**config.mk**
```make
export PLATFORM = sky130hd
export DESIGN_NAME = btu_bit_unit
export DESIGN_NICKNAME = d
export VERILOG_FILES = /design/src/rtl/btu_pkg.sv /design/src/rtl/btu_operand_mask.sv /design/src/rtl/btu_test_path.sv /design/src/rtl/btu_scan_path.sv /design/src/rtl/btu_bit_unit.sv
export SDC_FILE = /design/constraint.sdc
export NUM_CORES = 1
export LEC_CHECK = 0
export ABC_AREA = 1
export BUFFER_PORTS_ARGS = -buffer_cell sky130_fd_sc_hd__buf_2
export CAP_MARGIN = 40
export CORE_ASPECT_RATIO = 1.4
export CORE_MARGIN = 3
export CORE_UTILIZATION = 28
export DETAILED_ROUTE_END_ITERATION = 10
export HOLD_SLACK_MARGIN = 0.03
export REMOVE_ABC_BUFFERS = 1
export SETUP_SLACK_MARGIN = 0.3
export SLEW_MARGIN = 30
export SYNTH_ARGS = -nofsm -noshare
export SYNTH_HDL_FRONTEND = slang
export SYNTH_SLANG_ARGS = --single-unit
```
**constraint.sdc**
```tcl
create_clock -name clk -period 5.5 [get_ports clk]
set_input_delay 0.55 -clock clk [delete_from_list [all_inputs] [get_ports clk]]
set_output_delay 0.55 -clock clk [all_outputs]
set_load 0.03 [all_outputs]
```
**src/rtl/btu_pkg.sv**
```systemverilog
// Package btu_pkg
// Shared operation and size encodings of the bit test / bit scan unit.
// Assumes a 32-bit maximum operand width.
package btu_pkg;

    typedef enum logic [2:0] {
        BTU_IDLE = 3'd0,
        BTU_TEST = 3'd1,
        BTU_SET  = 3'd2,
        BTU_CLR  = 3'd3,
        BTU_FLIP = 3'd4,
        BTU_FWD  = 3'd5,
        BTU_REV  = 3'd6,
        BTU_HOLD = 3'd7
    } btu_op_e;

    localparam int BTU_NUM_SIZES = 3;

endpackage

```
**src/rtl/btu_operand_mask.sv**
```systemverilog
// Module btu_operand_mask
// Limits the operand to the selected width and reduces the bit index
// modulo that width. Size codes 0/1/2 give 8/16/32 bits; code 3 is
// treated as 32 bits. Assumes DATA_W is 32.
module btu_operand_mask #(
    parameter int DATA_W = 32,
    parameter int IDX_W  = $clog2(DATA_W)
) (
    input  logic [1:0]        size_i,
    input  logic [DATA_W-1:0] operand_i,
    input  logic [IDX_W-1:0]  bit_sel_i,
    output logic [DATA_W-1:0] operand_o,
    output logic [IDX_W-1:0]  bit_idx_o
);
    import btu_pkg::*;

    logic [DATA_W-1:0] lane_mask [BTU_NUM_SIZES];
    logic [IDX_W-1:0]  idx_mask  [BTU_NUM_SIZES];

    // One width mask and one index mask per supported size.
    for (genvar g = 0; g < BTU_NUM_SIZES; g++) begin : g_size
        localparam int LANE_W = 8 << g;
        assign lane_mask[g] = DATA_W'((64'd1 << LANE_W) - 64'd1);
        assign idx_mask[g]  = IDX_W'(LANE_W - 1);
    end

    logic [1:0] sel;

    // Map size code 3 onto the widest lane.
    always_comb begin
        sel = (size_i == 2'd3) ? 2'd2 : size_i;
    end

    // Apply the selected masks.
    always_comb begin
        operand_o = operand_i & lane_mask[sel];
        bit_idx_o = bit_sel_i & idx_mask[sel];
    end

endmodule

```
**src/rtl/btu_test_path.sv**
```systemverilog
// Module btu_test_path
// Reads the selected bit of a width-limited operand and produces the
// operand after test, set, clear or invert of that bit. Other op codes
// pass the operand through unchanged.
module btu_test_path #(
    parameter int DATA_W = 32,
    parameter int IDX_W  = $clog2(DATA_W)
) (
    input  btu_pkg::btu_op_e  op_i,
    input  logic [DATA_W-1:0] operand_i,
    input  logic [IDX_W-1:0]  bit_idx_i,
    output logic [DATA_W-1:0] operand_o,
    output logic              old_bit_o
);
    import btu_pkg::*;

    logic [DATA_W-1:0] onehot;

    // Decode the bit index and pick out the old bit.
    always_comb begin
        onehot    = DATA_W'(1) << bit_idx_i;
        old_bit_o = |(operand_i & onehot);
    end

    // Build the modified operand for each test variant.
    always_comb begin
        unique case (op_i)
            BTU_SET:  operand_o = operand_i | onehot;
            BTU_CLR:  operand_o = operand_i & ~onehot;
            BTU_FLIP: operand_o = operand_i ^ onehot;
            default:  operand_o = operand_i;
        endcase
    end

endmodule

```
**src/rtl/btu_scan_path.sv**
```systemverilog
// Module btu_scan_path
// Priority search for a 1 bit. REVERSE=0 finds the lowest set bit,
// REVERSE=1 the highest. Assumes upper bits beyond the operand size are
// already zero, so the highest set bit is always inside the lane.
module btu_scan_path #(
    parameter int DATA_W  = 32,
    parameter int IDX_W   = $clog2(DATA_W),
    parameter bit REVERSE = 1'b0
) (
    input  logic [DATA_W-1:0] vec_i,
    output logic              found_o,
    output logic [IDX_W-1:0]  idx_o
);

    // Report whether any bit is set at all.
    always_comb begin
        found_o = |vec_i;
    end

    if (REVERSE) begin : g_rev
        // Walk upward; the last hit is the highest set bit.
        always_comb begin
            idx_o = '0;
            for (int i = 0; i < DATA_W; i++) begin
                if (vec_i[i]) idx_o = IDX_W'(i);
            end
        end
    end else begin : g_fwd
        // Walk downward; the last hit is the lowest set bit.
        always_comb begin
            idx_o = '0;
            for (int i = DATA_W - 1; i >= 0; i--) begin
                if (vec_i[i]) idx_o = IDX_W'(i);
            end
        end
    end

endmodule

```
**src/rtl/btu_bit_unit.sv**
```systemverilog
// Module btu_bit_unit (top)
// Bit test-and-modify and bidirectional bit scan unit with registered
// result, scan index, carry and zero flags. One cycle from operation to
// outputs. Synchronous active-low reset clears all state.
module btu_bit_unit #(
    parameter int DATA_W = 32,
    parameter int IDX_W  = $clog2(DATA_W)
) (
    input  logic              clk,
    input  logic              rst_n,
    input  logic [2:0]        op_i,
    input  logic [1:0]        size_i,
    input  logic [DATA_W-1:0] operand_i,
    input  logic [IDX_W-1:0]  bit_sel_i,
    output logic [DATA_W-1:0] result_o,
    output logic [IDX_W-1:0]  scan_idx_o,
    output logic              carry_o,
    output logic              zero_o
);
    import btu_pkg::*;

    btu_op_e           op;
    logic [DATA_W-1:0] lane_opnd;
    logic [IDX_W-1:0]  lane_idx;
    logic [DATA_W-1:0] tested_opnd;
    logic              old_bit;
    logic              fwd_found, rev_found;
    logic [IDX_W-1:0]  fwd_idx, rev_idx;

    logic [DATA_W-1:0] result_q;
    logic [IDX_W-1:0]  scan_idx_q;
    logic              carry_q;
    logic              zero_q;

    // Give the raw op code its enumerated type.
    always_comb begin
        op = btu_op_e'(op_i);
    end

    btu_operand_mask #(.DATA_W(DATA_W), .IDX_W(IDX_W)) mask_i (
        .size_i    (size_i),
        .operand_i (operand_i),
        .bit_sel_i (bit_sel_i),
        .operand_o (lane_opnd),
        .bit_idx_o (lane_idx)
    );

    btu_test_path #(.DATA_W(DATA_W), .IDX_W(IDX_W)) test_i (
        .op_i      (op),
        .operand_i (lane_opnd),
        .bit_idx_i (lane_idx),
        .operand_o (tested_opnd),
        .old_bit_o (old_bit)
    );

    btu_scan_path #(.DATA_W(DATA_W), .IDX_W(IDX_W), .REVERSE(1'b0)) fwd_i (
        .vec_i   (lane_opnd),
        .found_o (fwd_found),
        .idx_o   (fwd_idx)
    );

    btu_scan_path #(.DATA_W(DATA_W), .IDX_W(IDX_W), .REVERSE(1'b1)) rev_i (
        .vec_i   (lane_opnd),
        .found_o (rev_found),
        .idx_o   (rev_idx)
    );

    // Update only the state owned by the class of the current operation.
    always_ff @(posedge clk) begin
        if (!rst_n) begin
            result_q   <= '0;
            scan_idx_q <= '0;
            carry_q    <= 1'b0;
            zero_q     <= 1'b0;
        end else begin
            unique case (op)
                BTU_TEST, BTU_SET, BTU_CLR, BTU_FLIP: begin
                    result_q <= tested_opnd;
                    carry_q  <= old_bit;
                end
                BTU_FWD: begin
                    zero_q <= ~fwd_found;
                    if (fwd_found) scan_idx_q <= fwd_idx;
                end
                BTU_REV: begin
                    zero_q <= ~rev_found;
                    if (rev_found) scan_idx_q <= rev_idx;
                end
                default: ;
            endcase
        end
    end

    // Drive the outputs straight from the state registers.
    always_comb begin
        result_o   = result_q;
        scan_idx_o = scan_idx_q;
        carry_o    = carry_q;
        zero_o     = zero_q;
    end

endmodule

```
; After elaboration in Yosys (flattened, before gate mapping)
; Index checks and enable logic that the tools add are counted.
[totals]
register_bits = 39
input_bits = 44
out_inout_bits = 39
wordCells = 104
[op_classes]
n_lt_le_gt_ge = 1
n_eq_ne = 9
n_shift = 1
n_mux = 74
bitwise = 9
reduce_logical = 6
[op_table]
columns = cell, n
row1 = $mux W5, 52
row2 = $and A32 B32 Y32, 3
row3 = $pmux W32 S3, 1
row4 = $bmux W32 S2, 1
row5 = $mux W32, 2
row6 = $reduce_or A32 Y1, 2
row7 = $mux W4, 8
row8 = $not A32 Y32, 1
row9 = $or A32 B32 Y32, 1
row10 = $shl A1 B5 Y32 const A, 1
row11 = $xor A32 B32 Y32, 1
row12 = $mux W3, 4
row13 = $bmux W5 S2, 1
row14 = $pmux W5 S2, 1
row15 = $eq A3 B3 Y1 const B, 3
row16 = $eq A3 B2 Y1 const B, 2
row17 = $mux W2, 3
row18 = $and A5 B5 Y5, 1
row19 = $ne A2 B2 Y1 const B, 2
row20 = $reduce_or A4 Y1, 1
row21 = $eq A3 B1 Y1 const B, 1
row22 = $ge A3 B3 Y1 const B, 1
row23 = $not A2 Y3, 1
row24 = $reduce_and A3 Y1, 1
row25 = 5 further kinds, 5

; Longest topological paths before layout
[logic_depth]
word_depth = 41
mapped_depth = 35
ltp_nobuf = 35

; By module
; A second synthesis with hierarchy kept.
[unflattened]
cells_unflattened = 972
area_unflattened_um2 = 5841.9
[by_module_without_submodules]
columns = mod, instances, cells_each, area_per_inst_um2, seq_area_each_um2
row1 = btu_test_path, 1, 486, 3120.5, 0.0
row2 = btu_bit_unit, 1, 207, 1531.5, 780.7
row3 = btu_scan_path (fwd_i), 1, 107, 470.5, 0.0
row4 = btu_scan_path (rev_i), 1, 106, 429.2, 0.0
row5 = btu_operand_mask, 1, 66, 290.3, 0.0

; Worst setup path before layout
; No wires, ideal clock.
[synth_timing]
path_type = input port to flip-flop
start = input port size_i[1]
end = register carry_q, in the netlist carry_o
setup_ns = 0.128
arrival_ns = 2.246
required_ns = 5.372
setup_slack_ns = 3.125
stages = 11
path_buffers = 3
path_cell_list = buf_6 > buf_2 > nand2_1 > inv_1 > clkbuf_1 > nor2_1 > ha_1 > nor4_1 > nand4_1 > nor2_1 > a21oi_1
[synth_via]
elab_chain_len = 10
word_cells_on_any_way = 14
cone_classes = eq/ne: 1 / shift: 1 / mux: 7 / bitwise: 4 / reduce/logical: 1
[synth_lines]
columns = element, line
row1 = "start, declared", btu_bit_unit.sv:12  ; input logic [1:0] size_i,
row2 = $eq A2 B2 Y1, btu_operand_mask.sv:31  ; sel = (size_i == 2'd3) ? 2'd2 : size_i;
row3 = $mux W2 *, btu_operand_mask.sv:31
row4 = $not A2 Y3 (implied by the code) *, "btu_operand_mask.sv:36, btu_operand_mask.sv:37"
row5 = $bmux W5 S2, btu_operand_mask.sv:37  ; bit_idx_o = bit_sel_i & idx_mask[sel];
row6 = $mux W5 (implied by the code) (2 in series), btu_operand_mask.sv:37
row7 = $and A5 B5 Y5, btu_operand_mask.sv:37
row8 = $shl A1 B5 Y32, btu_test_path.sv:21  ; onehot = DATA_W'(1) << bit_idx_i;
row9 = $and A32 B32 Y32 *, btu_test_path.sv:22  ; old_bit_o = |(operand_i & onehot);
row10 = $reduce_or A32 Y1 *, btu_test_path.sv:22
row11 = "end signal, assigned", btu_bit_unit.sv:79  ; carry_q <= old_bit;
row12 = "end, declared", btu_bit_unit.sv:32  ; logic carry_q;
; Mark *: on every way between the ends. The rest lies on a longest branch, timed or not. The select of a mux whose other input is x is not followed.
; A chain may end at the register's enable or synchronous reset.

; Worst setup path in the final report
[layout_timing]
start = input port size_i[1]
end = register result_q[28], in the netlist result_o[28]
[layout_via]
elab_chain_len = 11
word_cells_on_any_way = 17
cone_classes = eq/ne: 1 / shift: 1 / mux: 8 / bitwise: 7
[layout_lines]
columns = element, line
row1 = $eq A2 B2 Y1, btu_operand_mask.sv:31
row2 = $mux W2 *, btu_operand_mask.sv:31
row3 = $not A2 Y3 (implied by the code) *, "btu_operand_mask.sv:36, btu_operand_mask.sv:37"
row4 = $bmux W5 S2, btu_operand_mask.sv:37
row5 = $mux W5 (implied by the code) (2 in series), btu_operand_mask.sv:37
row6 = $and A5 B5 Y5, btu_operand_mask.sv:37
row7 = $shl A1 B5 Y32, btu_test_path.sv:21
row8 = $not A32 Y32, btu_test_path.sv:29  ; BTU_CLR: operand_o = operand_i & ~onehot;
row9 = $and A32 B32 Y32, btu_test_path.sv:29
row10 = $pmux W32 S3 *, btu_test_path.sv:27  ; unique case (op_i)
row11 = "end signal, assigned", btu_bit_unit.sv:78  ; result_q <= tested_opnd;
row12 = "end, declared", btu_bit_unit.sv:30  ; logic [DATA_W-1:0] result_q;
; Marked as above.

==> load_flow_metrics.sql <==
INSERT INTO impl_metrics (metric_group, metric, value, unit) VALUES
('timing', 'finalSetupViolations', '0', ''),
('timing', 'slew_headroom', '52.5', '%'),
('clock_network', 'clock-root-buffer', 'clkbuf_16', ''),
('worst_setup_path', 'end_point_of_the_critical_path', 'result_o[28]', ''),
('floorplanning', 'design.portCount', '83', ''),
('final_layout', 'layout_overhead_on_the_synthesized_area', '16.0', '%'),
('final_layout', 'layout_commonest_cell', 'nand2_1', ''),
('pwr', 'irDropWorstVdd', '89.2', 'uV'),
('floorplanning', 'floorplan.initialDensity', '28.7', '%'),
('global_route', 'grt-ovfl-total', '0', ''),
('clock_network', 'worstSkewPairLatency', '0.28', 'ns'),
('clock_network', 'tritoncts', 'done', ''),
('place', 'place_congestion', '0.977', ''),
('detailed_routing', 'drt_iter0_markers', '221', ''),
('final_layout', 'final_net_count', '909', ''),
('detailed_routing', 'drt-pass1-iter-count', '5', ''),
('worst_setup_path', 'critPathSlowestCell', 'buf_2', ''),
('outcome', 'outcome', 'complete, no violations', ''),
('worst_setup_path', 'critPathMaxFanout', '19', ''),
('detailed_routing', 'detail_route.drc_violations', '0', ''),
('synth', 'synthesized_flop_and_latch_total', '39', ''),
('worst_setup_path', 'timing_worst_setup_path_type', 'in -> reg', ''),
('clock_network', 'cts_made_buffers', '5', ''),
('pwr', 'cellInternalPower', '0.571', 'mW'),
('clock_network', 'count_of_hold_fix_buffers_inserted_at_cts', '0', ''),
('worst_setup_path', 'timing.critical_path.required', '5.67', 'ns'),
('final_layout', 'post_route_cells_drive_above_1_share', '13.3', '%'),
('clock_network', 'htree_levels', '2', ''),
('worst_setup_path', 'critical_path_cell_count', '13', ''),
('synth', 'seq_area_frac_synth', '17.4', '%'),
('global_route', 'grt_first_pass_wirelength', '22.1', 'mm'),
('global_route', 'grt_start_max_net_pins', '35', ''),
('worst_setup_path', 'timing.critical_path.to_type', 'flop', ''),
('final_layout', 'inserted_diodes', '0', ''),
('synth', 'synth_top_area_cell', 'ha_1', ''),
('clock_network', 'cts_buffer_depth', '2', ''),
('detailed_routing', 'avgViaCountPerCell', '4.72', ''),
('global_route', 'initial_antenna_violation_count', '1', ''),
('floorplanning', 'row_count', '54', ''),
('synth', 'syn-instance-count', '708', ''),
('worst_setup_path', 'reg2reg_from', 'result_o[2]', ''),
('worst_setup_path', 'critPathLaunch', 'size_i[1]', ''),
('place', 'numPlacedInstances', '957', ''),
('pwr', 'p_clk_share', '30.5', '%'),
('global_route', 'grt_pass1_vias', '4500', ''),
('worst_setup_path', 'worst-path-buf-inv', '5', ''),
('clock_network', 'clk_pin_slew_worst_paths', '0.06', 'ns'),
('worst_setup_path', 'timing.reg2reg.worst_path_depth', '2', ''),
('synth', 'mappedNetlistArea', '4500', 'sq um'),
('worst_setup_path', 'worstReg2RegEnd', 'result_o[2]', ''),
('clock_network', 'cts.sinks', '39', ''),
('final_layout', 'finalNonFillerCells', '964', ''),
('pwr', 'p_per_area', '178', 'nW/um^2'),
('timing', 'timing.final.crit_share', '51.8', '%'),
('worst_setup_path', 'timing.reg2reg.setup_slack', '4.77', 'ns'),
('pwr', 'power_switching_share', '38.5', '%'),
('worst_setup_path', 'timing.critical_path.arrival', '3.02', 'ns'),
('final_layout', 'mostFrequentLayoutCells', 'nand2_1 (186), ha_1 (96), inv_1 (93)', ''),
('clock_network', 'post_cts.resized_instances', '0', ''),
('worst_setup_path', 'cpMostUsedCell', 'inv_1', ''),
('global_route', 'grt.total_usage', '15.5', '%'),
('timing', 'final_min_period', '2.85', 'ns'),
('timing', 'slew_viol_final', '0', ''),
('floorplanning', 'die_w', '113', 'microns'),
('timing', 'hold_viol_final', '0', ''),
('detailed_routing', 'dr_total_vias', '4549', ''),
('pwr', 'static-leakage-power', '2.76', 'nW'),
('place', 'count_of_buffers_from_port_buffering', '82', ''),
('synth', 'ys.warnings.count', '0', ''),
('timing', 'worst-slew-pin-transition', '0.711', 'ns'),
('pwr', 'p_switching', '0.358', 'mW');
-- power by group through the flow --
stage / Clock, mW / Combinational [mW] / Sequential, mW
2_1_floorplan: 0 / 0.164 / 0.376
3_3_place_gp: 0 / 0.323 / 0.327
3_5_place_dp: 0 / 0.326 / 0.327
4_1_cts: 0.291 / 0.328 / 0.321
5_1_grt: 0.297 / 0.370 / 0.323
6_report: 0.283 / 0.326 / 0.320
-- worst register-to-register path: stages, from the launching register on --
cell,delay [ns]
dfxtp_1,0.32
o21ai_0,0.22
a21oi_1,0.06
-- how the worst min path moves through the flow --
stage / startpoint / endpoint / slack (ns) / cells after the start
floorplan: scan_idx_o[4] / scan_idx_o[4] / 0.61 / 2
global placement: scan_idx_o[4] / scan_idx_o[4] / 0.48 / 2
detailed placement: scan_idx_o[4] / scan_idx_o[4] / 0.49 / 2
CTS: scan_idx_o[4] / scan_idx_o[4] / 0.50 / 2
global route: scan_idx_o[4] / scan_idx_o[4] / 0.53 / 2
finish: scan_idx_o[4] / scan_idx_o[4] / 0.50 / 2
-- synth_stat cells --
master	count
nand2_2	1
inv_1	93
a211oi_1	2
nand2_4	2
nand2_1	186
o21ai_0	54
a21oi_1	49
o2111ai_1	6
o211ai_1	14
ha_1	96
buf_6	1
nand4_1	2
nor2_1	90
o31ai_1	1
clkbuf_1	31
nor4_1	9
dfxtp_1	39
nor2_2	1
nand3_2	1
nand3_1	3
buf_2	1
a31oi_1	1
inv_2	1
a311oi_1	1
nor3_1	12
a221oi_1	10
a31o_2	1
-- stage by stage --
step                      setup slack, ns  hold slack (ns)  total power, mW  cell area, sq um
after floorplan                     0.986            0.608            0.540              4370
after global routing                 2.31            0.534            0.990              5220
after detailed placement             2.07            0.486            0.653              5070
after CTS                            2.37            0.499            0.939              5200
final                                2.65            0.500            0.929              5220
after global placement               2.12            0.476            0.650              5070
-- metal layers --
layer  wire, microns  vias to the layer above  part of all wire (%)
li1                -                     2388                     -
met1            5750                     2062                    41
met2            7260                       79                    52
met3             456                       18                   3.3
met4             388                        2                   2.8
met5               7                        -                 0.050
-- kinds of logic after synthesis --
kind of cell	share of synthesized area, %
simple gates	27.2
buf+inv	10.8
fa+ha+maj	26.7
compound gates	17.9
flops	17.4
-- layout make-up --
cell class	count	area, sq um
Sequential cell	39	781
Inverter	94	353
Fill cell	1803	10500
Tap cell	196	245
Clock buffer	6	129
Timing Repair Buffer	87	455
Multi-Input combinational cell	542	3250
-- registers in the layout, summed over array words and instances (netlist names) --
| signal | flops |
|---|---|
| result_o | 32 |
| scan_idx_o | 5 |
| carry_o | 1 |
| zero_o | 1 |
(Power assumes the default switching activity.)
